==> config.mk <==
export PLATFORM = sky130hd
export DESIGN_NAME = prescaled_pwm
export DESIGN_NICKNAME = d
export VERILOG_FILES = /design/src/rtl/ppwm_pkg.sv /design/src/rtl/ppwm_regs.sv /design/src/rtl/ppwm_datapath.sv /design/src/rtl/prescaled_pwm.sv
export SDC_FILE = /design/constraint.sdc
export NUM_CORES = 1
export LEC_CHECK = 0
export ABC_AREA = 1
export BUFFER_PORTS_ARGS = -buffer_cell sky130_fd_sc_hd__buf_2
export CAP_MARGIN = 5
export CORE_ASPECT_RATIO = 0.9
export CORE_MARGIN = 4
export CORE_UTILIZATION = 50
export CTS_CLUSTER_DIAMETER = 30
export DETAILED_ROUTE_END_ITERATION = 10
export PLACE_DENSITY = 0.78
export SYNTH_ARGS = -nofsm -noshare
export SYNTH_HDL_FRONTEND = slang
export SYNTH_SLANG_ARGS = --single-unit
==> constraint.sdc <==
create_clock -name clk -period 7.22 [get_ports clk]
set_input_delay 1.444 -clock clk [delete_from_list [all_inputs] [get_ports clk]]
set_output_delay 1.444 -clock clk [all_outputs]
set_load 0.01 [all_outputs]
==> src/rtl/ppwm_pkg.sv <==
package ppwm_pkg;
  localparam int FIELD_STRIDE = 15;
  localparam int FIELD_W      = 10;
  localparam int READY_BASE   = 28;
  localparam int CNT_W        = 16;
  localparam int RATIO_W      = 17;

  // Per-channel control field, MSB first so that it matches bits [9:0]
  typedef struct packed {
    logic       direct;
    logic       pulse;
    logic       mode;
    logic       gate;
    logic       actHigh;
    logic       en;
    logic [3:0] code;
  } chanField_t;

  // Strobes from control to datapath for one channel
  typedef struct packed {
    logic             direct;
    logic             gate;
    logic             actHigh;
    logic             en;
    logic [3:0]       code;
    logic             pend;
    logic [CNT_W-1:0] prdNew;
    logic [CNT_W-1:0] dutyNew;
  } chanCmd_t;

  // Divide ratio for a code; zero marks a code that yields no ticks
  function automatic logic [RATIO_W-1:0] divRatio(input logic [3:0] code, input logic div1Ok);
    logic [RATIO_W-1:0] r;
    case (code)
      4'd0:    r = 17'd120;
      4'd1:    r = 17'd180;
      4'd2:    r = 17'd240;
      4'd3:    r = 17'd360;
      4'd4:    r = 17'd480;
      4'd8:    r = 17'd12000;
      4'd9:    r = 17'd24000;
      4'd10:   r = 17'd36000;
      4'd11:   r = 17'd48000;
      4'd12:   r = 17'd72000;
      4'd15:   r = div1Ok ? 17'd1 : 17'd0;
      default: r = '0;
    endcase
    return r;
  endfunction
endpackage

==> src/rtl/ppwm_regs.sv <==
module ppwm_regs
  import ppwm_pkg::*;
#(
  parameter int NUM_CH = 2,
  parameter int ADDR_W = 4
) (
  input  logic                    clk,
  input  logic                    rstN,
  input  logic                    wrEn,
  input  logic [ADDR_W-1:0]       addr,
  input  logic [31:0]             wrData,
  output logic [31:0]             rdData,
  input  logic [NUM_CH-1:0]       loadDone,
  output chanCmd_t [NUM_CH-1:0]   cmd
);
  localparam int WORD_W = ADDR_W - 2;

  logic [WORD_W-1:0] wordIdx;
  logic              aligned;
  logic              ctrlHit;
  chanField_t        fieldQ  [NUM_CH];
  logic [31:0]       shadowQ [NUM_CH];
  logic              readyQ  [NUM_CH];

  assign wordIdx = addr[ADDR_W-1:2];
  assign aligned = (addr[1:0] == 2'b00);
  assign ctrlHit = wrEn & aligned & (wordIdx == '0);

  for (genvar ch = 0; ch < NUM_CH; ch++) begin : g_ch
    logic prdHit;
    assign prdHit = wrEn & aligned & (wordIdx == WORD_W'(ch + 1));

    always_ff @(posedge clk or negedge rstN) begin
      if (!rstN) begin
        fieldQ[ch]  <= '0;
        shadowQ[ch] <= '0;
        readyQ[ch]  <= 1'b0;
      end else begin
        if (ctrlHit) fieldQ[ch] <= chanField_t'(wrData[ch*FIELD_STRIDE +: FIELD_W]);
        if (prdHit) begin
          shadowQ[ch] <= wrData;
          readyQ[ch]  <= 1'b1;
        end else if (loadDone[ch]) begin
          readyQ[ch]  <= 1'b0;
        end
      end
    end

    assign cmd[ch] = '{direct:  fieldQ[ch].direct,
                       gate:    fieldQ[ch].gate,
                       actHigh: fieldQ[ch].actHigh,
                       en:      fieldQ[ch].en,
                       code:    fieldQ[ch].code,
                       pend:    readyQ[ch],
                       prdNew:  shadowQ[ch][31:16],
                       dutyNew: shadowQ[ch][15:0]};
  end

  always_comb begin
    rdData = '0;
    if (aligned) begin
      if (wordIdx == '0) begin
        for (int ch = 0; ch < NUM_CH; ch++) begin
          rdData[ch*FIELD_STRIDE +: FIELD_W] = fieldQ[ch];
          rdData[READY_BASE + ch]            = readyQ[ch];
        end
      end else begin
        for (int ch = 0; ch < NUM_CH; ch++) begin
          if (wordIdx == WORD_W'(ch + 1)) rdData = shadowQ[ch];
        end
      end
    end
  end
endmodule

==> src/rtl/ppwm_datapath.sv <==
module ppwm_datapath
  import ppwm_pkg::*;
#(
  parameter int NUM_CH     = 2,
  parameter bit HAS_DIV1   = 1'b1,
  parameter bit HAS_DIRECT = 1'b1
) (
  input  logic                              clk,
  input  logic                              rstN,
  input  chanCmd_t [NUM_CH-1:0]             cmd,
  output logic [NUM_CH-1:0]                 loadDone,
  output logic [NUM_CH-1:0]                 pwmOut,
  output logic [NUM_CH-1:0][CNT_W-1:0]      cntMon,
  output logic [NUM_CH-1:0][CNT_W-1:0]      prdMon,
  output logic [NUM_CH-1:0][CNT_W-1:0]      dutyMon,
  output logic [NUM_CH-1:0]                 runMon,
  output logic [NUM_CH-1:0]                 haltMon,
  output logic [NUM_CH-1:0]                 directMon
);
  for (genvar ch = 0; ch < NUM_CH; ch++) begin : g_ch
    logic [RATIO_W-1:0] ratio;
    logic [RATIO_W-1:0] pscQ;
    logic [CNT_W-1:0]   cntQ;
    logic [CNT_W-1:0]   prdQ;
    logic [CNT_W-1:0]   dutyQ;
    logic               run;
    logic               tick;
    logic               wrap;
    logic               asrt;
    logic               level;

    assign ratio = divRatio(cmd[ch].code, HAS_DIV1);
    assign run   = cmd[ch].gate & cmd[ch].en;
    assign tick  = run & (ratio != '0) & (pscQ == ratio - 1'b1);
    assign wrap  = tick & (cntQ == prdQ);
    assign loadDone[ch] = cmd[ch].pend & (~run | wrap);

    always_ff @(posedge clk or negedge rstN) begin
      if (!rstN) begin
        pscQ  <= '0;
        cntQ  <= '0;
        prdQ  <= '0;
        dutyQ <= '0;
      end else begin
        if (!run) begin
          pscQ <= '0;
          cntQ <= '0;
        end else if (tick) begin
          pscQ <= '0;
          cntQ <= wrap ? '0 : cntQ + 1'b1;
        end else if (ratio != '0) begin
          pscQ <= pscQ + 1'b1;
        end
        if (loadDone[ch]) begin
          prdQ  <= cmd[ch].prdNew;
          dutyQ <= cmd[ch].dutyNew;
        end
      end
    end

    assign asrt  = run & (cntQ < dutyQ);
    assign level = cmd[ch].actHigh ? asrt : ~asrt;
    assign directMon[ch] = HAS_DIRECT & cmd[ch].direct;
    assign pwmOut[ch]    = directMon[ch] ? clk : level;

    assign cntMon[ch]  = cntQ;
    assign prdMon[ch]  = prdQ;
    assign dutyMon[ch] = dutyQ;
    assign runMon[ch]  = run;
    assign haltMon[ch] = run & (ratio == '0);
  end
endmodule

==> src/rtl/prescaled_pwm.sv <==
module prescaled_pwm
  import ppwm_pkg::*;
#(
  parameter int NUM_CH     = 2,
  parameter int ADDR_W     = 4,
  parameter bit HAS_DIV1   = 1'b1,
  parameter bit HAS_DIRECT = 1'b1
) (
  input  logic              clk,
  input  logic              rstN,
  input  logic              wrEn,
  input  logic [ADDR_W-1:0] addr,
  input  logic [31:0]       wrData,
  output logic [31:0]       rdData,
  output logic [NUM_CH-1:0] pwmOut
);
  chanCmd_t [NUM_CH-1:0]          cmd;
  logic [NUM_CH-1:0]              loadDone;
  logic [NUM_CH-1:0][CNT_W-1:0]   cntMon;
  logic [NUM_CH-1:0][CNT_W-1:0]   prdMon;
  logic [NUM_CH-1:0][CNT_W-1:0]   dutyMon;
  logic [NUM_CH-1:0]              runMon;
  logic [NUM_CH-1:0]              haltMon;
  logic [NUM_CH-1:0]              directMon;

  ppwm_regs #(.NUM_CH(NUM_CH), .ADDR_W(ADDR_W)) u_regs (
    .clk(clk), .rstN(rstN), .wrEn(wrEn), .addr(addr), .wrData(wrData),
    .rdData(rdData), .loadDone(loadDone), .cmd(cmd)
  );

  ppwm_datapath #(.NUM_CH(NUM_CH), .HAS_DIV1(HAS_DIV1), .HAS_DIRECT(HAS_DIRECT)) u_dp (
    .clk(clk), .rstN(rstN), .cmd(cmd), .loadDone(loadDone), .pwmOut(pwmOut),
    .cntMon(cntMon), .prdMon(prdMon), .dutyMon(dutyMon),
    .runMon(runMon), .haltMon(haltMon), .directMon(directMon)
  );
endmodule

# Yosys cells after proc, flatten, opt, wreduce, memory -nomap -nowiden
# Memory sizes are Yosys's and may differ from the RTL's.
# Index checks and enable logic that the tools add are counted.
[op_classes]
addsub = 6
n_shift = 0
n_bitwise = 22
mux = 29
div = 0
eq_ne = 10
reduce_logical = 6
multipliers = 0
order_cmp = 2
[op_table]
columns = ["cell", "count"]
rows = [
  ["two-way mux 17 bit", 6],
  ["two-way mux 16 bit", 6],
  ["two-way mux 32 bit", 3],
  ["adder 17 x 1 -> 17 bit (second input constant)", 2],
  ["equality test 17 bit", 2],
  ["nonzero test 17 bit", 2],
  ["subtractor 17 x 1 -> 17 bit (second input constant)", 2],
  ["adder 16 x 1 -> 16 bit (second input constant)", 2],
  ["equality test 16 bit", 2],
  ["< comparator 16 bit", 2],
  ["two-way mux 10 bit", 2],
  ["AND 1 bit", 16],
  ["two-way mux 1 bit", 8],
  ["!= test 3 bit (second input constant)", 2],
  ["two-way mux 5 bit", 1],
  ["zero test 2 bit", 2],
  ["two-way mux 2 bit", 2],
  ["!= test 2 bit (second input constant)", 2],
  ["inverter 1 bit", 4],
  ["nonzero test 2 bit", 2],
  ["two-way mux 3 bit", 1],
  ["equality test 2 x 1 -> 1 bit (second input constant)", 1],
  ["equality test 2 bit (second input constant)", 1],
  ["bitwise OR 1 bit", 2],
]
[totals]
ramBits = 0
word_cells = 103
ff_bits = 216
n_memories = 2
mem_bits_ro = 512
inputBits = 39
latchBits = 0
output_inout_bits = 34
[mem_list]
columns = ["name", "depth", "word_bits", "rd", "rd_ports_with_merged_regs", "wr", "line_no", "source"]
rows = [
  ["(name not given)", 16, 16, 1, 0, 0, "ppwm_pkg.sv:34", "case (code)"],
  ["(name not given)", 16, 16, 1, 0, 0, "ppwm_pkg.sv:34", ""],
]

# Logic depth before layout (Yosys ltp)
# An unclocked memory read counts as a cell.
[logic_depth]
word_depth = 9
ltp_mapped = 21
depth_no_buf = 20

# Cells and area by module
# From an unflattened synthesis, not the netlist that was laid out.
[hier_totals]
hier_cells = 1806
area_unflattened_um2 = 13255.2
[modules_own_cells]
columns = ["module", "area_per_inst_um2", "cells_each", "instances", "seq_area_each_um2"]
rows = [
  ["ppwm_datapath", 8992.4, 1237, 1, 3253.1],
  ["ppwm_regs", 4262.8, 569, 1, 2152.1],
]

==> impl_metrics.py <==
metrics = {
    "clocking": {
        "cts_setup_buffers": 0,
        "insertion_delay_ps": 650,
        "cts.clk_slew.worst_paths_ps": 50,
        "ctsHoldBuffers": 0,
        "tritoncts": "yes",
        "cts_resized": 0,
    },
    "run": {
        "drv_cap": 0,
    },
    "floorplan": {
        "start_util": 0.510,
        "core_sq_um": 25300,
        "dieArea_sq_um": 28500,
        "num_io_pins": 73,
        "die_w_um": 177,
        "die_h_um": 161,
        "fp-row-count": 55,
    },
    "placed_design": {
        "hpwl_um": 24000,
        "portBuffers": 72,
        "gp_congestion": 0.912,
        "dp_cells": 2108,
        "place_ws_ps": 1960,
    },
    "detailed_routing": {
        "viasPerCell": 5.51,
        "ant_nets": 0,
        "drc": 0,
        "vias": 12116,
        "wl_per_cell_um": 16.2,
        "dr.pass1.iters": 7,
        "routed_wl_um": 35700,
        "drt-initial-drc-count": 1065,
    },
    "synth": {
        "ys_ff_latch": 216,
        "syn_inst": 1753,
        "yosysSeqAreaShare": 0.418,
        "yosys_warnings": 0,
        "synthArstFlopShare": 1.00,
        "synth_edf_count": 0,
        "synth_nets": 1832,
        "ys_types": 41,
        "syn_area_sq_um": 12900,
        "ys.flop_type": "dfrtp_1",
        "syn_avg_cell_area_sq_um": 7.37,
    },
    "pwr": {
        "powerDensity_nw_per_um2": 324,
        "peakVddDrop_uv": 163,
        "power.total_mw": 4.94,
        "p_leak_nw": 8.02,
    },
    "cells_and_area": {
        "fin_nets": 1898,
        "area_growth_pct": 17.8,
        "ff_latch_area_sq_um": 5410,
        "final_layout_size_suffix_gt1_frac": 0.128,
        "nFillCells": 2254,
        "finish.utilization": 0.601,
        "n_antenna_cell": 0,
        "final_cells": 2198,
        "multi_input_area_sq_um": 6330,
    },
    "sta": {
        "tns_ps": 0,
        "rsz0062_at_grt": "no",
        "worst_slew_pin_slew_ps": 1030,
        "layout_setup_ws_ps": 1650,
        "slew_violations": 0,
        "setup_viol": 0,
        "fin_skew_ps": 17.9,
        "hold_viol": 0,
        "maxSlewHeadroom": 0.313,
    },
    "hold_path": {
        "hold_class": "reg -> reg",
    },
    "global_route": {
        "grt_max_degree": 83,
        "grt-ovfl-total": 0,
        "grt_pass1_wl_um": 59300,
        "antenna_found_initial": 1,
        "grt_pass1_vias": 11752,
        "grt_usage": 0.253,
    },
    "setup_path": {
        "crit_path_start_kind": "clock port",
        "end_kind": "output pin",
        "critPathKind": "clk -> out",
        "critical_path.max_fanout": 2,
        "worstPathRequired_ps": 5780,
        "worstPathArrival_ps": 4130,
    },
    "status": {
        "status": "completed",
    },
}
## synthesized netlist by cell type, types with 3 or more instances
cell type,number,share of area
nand2_1,596,0.17
dfrtp_1,216,0.42
inv_1,199,0.058
nand4_1,117,0.057
o21ai_0,100,0.039
nand3_1,93,0.036
nor2_1,85,0.025
xor2_1,50,0.034
clkbuf_1,46,0.013
a21oi_1,42,0.016
ha_1,40,0.039
nor3_1,27,0.010
or2_2,18,0.0087
buf_6,12,0.010
o211ai_1,12,0.0070
inv_2,11,0.0032
nor4_1,11,0.0053
xnor2_1,11,0.0075
buf_2,8,0.0031
nand2_2,8,0.0039
buf_4,7,0.0041
nand3_2,7,0.0054
nor3b_1,6,0.0035
nand3b_1,4,0.0023
nor2_4,4,0.0035
nor3_2,3,0.0023
## routing by layer
| metal | track usage | vias up | routed length [um] |
|---|---|---|---|
| met4 | 0.104 | 2 | 1160 |
| li1 | - | 5829 | - |
| met3 | 0.0567 | 82 | 2830 |
| met1 | 0.356 | 5714 | 15900 |
| met2 | 0.378 | 489 | 15800 |
| met5 | 0 | - | 13 |
## path summary, 6_finish.rpt
kind	startpoint	endpoint	slack, ps	cells past startpoint
min in group asynchronous	rstN	u_dp.g_ch[0].pscQ[10]$_DFFE_PN0P_	770	1
worst max register to register	u_regs.cmd[74]$_DFFE_PN0P_	u_dp.g_ch[1].dutyQ[7]$_DFFE_PN0P_	3050	18
worst max-delay path	clk	pwmOut[1]	1650	5
worst min-delay path	u_dp.g_ch[1].dutyQ[12]$_DFFE_PN0P_	u_dp.g_ch[1].dutyQ[12]$_DFFE_PN0P_	470	2
max in group asynchronous	rstN	u_dp.g_ch[1].prdQ[13]$_DFFE_PN0P_	5000	2
worst min register to register	u_dp.g_ch[1].dutyQ[12]$_DFFE_PN0P_	u_dp.g_ch[1].dutyQ[12]$_DFFE_PN0P_	470	2
## worst max-delay path, stage by stage
cell and delay [ps]:
clkbuf_16 130, clkbuf_16 130, nand2_1 50, nand2_1 60, buf_2 140
## layout make-up
cell class                      instances  area share
Multi-Input combinational cell       1250       0.416
Sequential cell                       216       0.355
Clock buffer                           60      0.0910
Inverter                              213      0.0527
Timing Repair Buffer                   85      0.0311
Tap cell                              342      0.0281
Clock inverter                         32      0.0266
## sequential cells by signal (all words and copies together) (netlist names)
name / cells
u_regs.cmd: 82
u_dp.g_ch.pscQ: 34
u_dp.g_ch.cntQ: 32
u_dp.g_ch.dutyQ: 32
u_dp.g_ch.prdQ: 32
u_regs.fieldQ: 4
## cells in the final DEF (no fill, tap or decap), types with 6 or more instances in the layout
cell type,Yosys,routed
buf_2,8,71
inv_1,199,199
nor3_1,27,27
inv_6,0,9
o211ai_1,12,12
nor2_1,85,82
xor2_1,50,50
nand2_1,596,596
nand2_2,8,8
nand3_1,93,91
nor3b_1,6,6
nor4_1,11,11
o21ai_0,100,100
nand3_2,7,9
clkbuf_16,0,53
or2_2,18,18
buf_4,7,15
a21oi_1,42,42
inv_2,11,11
xnor2_1,11,11
dfrtp_1,216,216
bufinv_16,0,7
nand4_1,117,117
ha_1,40,40
clkinv_4,0,7
## power by group
group | internal [mW] | total, mW | switching [mW]
logic | 0.318 | 0.919 | 0.601
registers | 1.43 | 1.63 | 0.206
clock network | 1.63 | 2.38 | 0.755
total | 3.37 | 4.94 | 1.56
## kinds of logic after synthesis
| family | Yosys count | share of synthesized area |
|---|---|---|
| and+or+nand+nor | 987 | 0.341 |
| buffers and inverters | 287 | 0.0933 |
| DFF | 216 | 0.418 |
| AOI/OAI and AO/OA | 162 | 0.0670 |
| xor gates and xnor gates | 61 | 0.0413 |
| adders and majority gates | 40 | 0.0387 |
## stage by stage
stage / instance area [sq um] / hold WS [ps]
finish: 15200 / 473
global placement: 13400 / 456
detailed placement: 13400 / 461
CTS: 15200 / 476
global route: 15200 / 506
floorplan: 12900 / 442
Power figures use the tool's default switching activity.
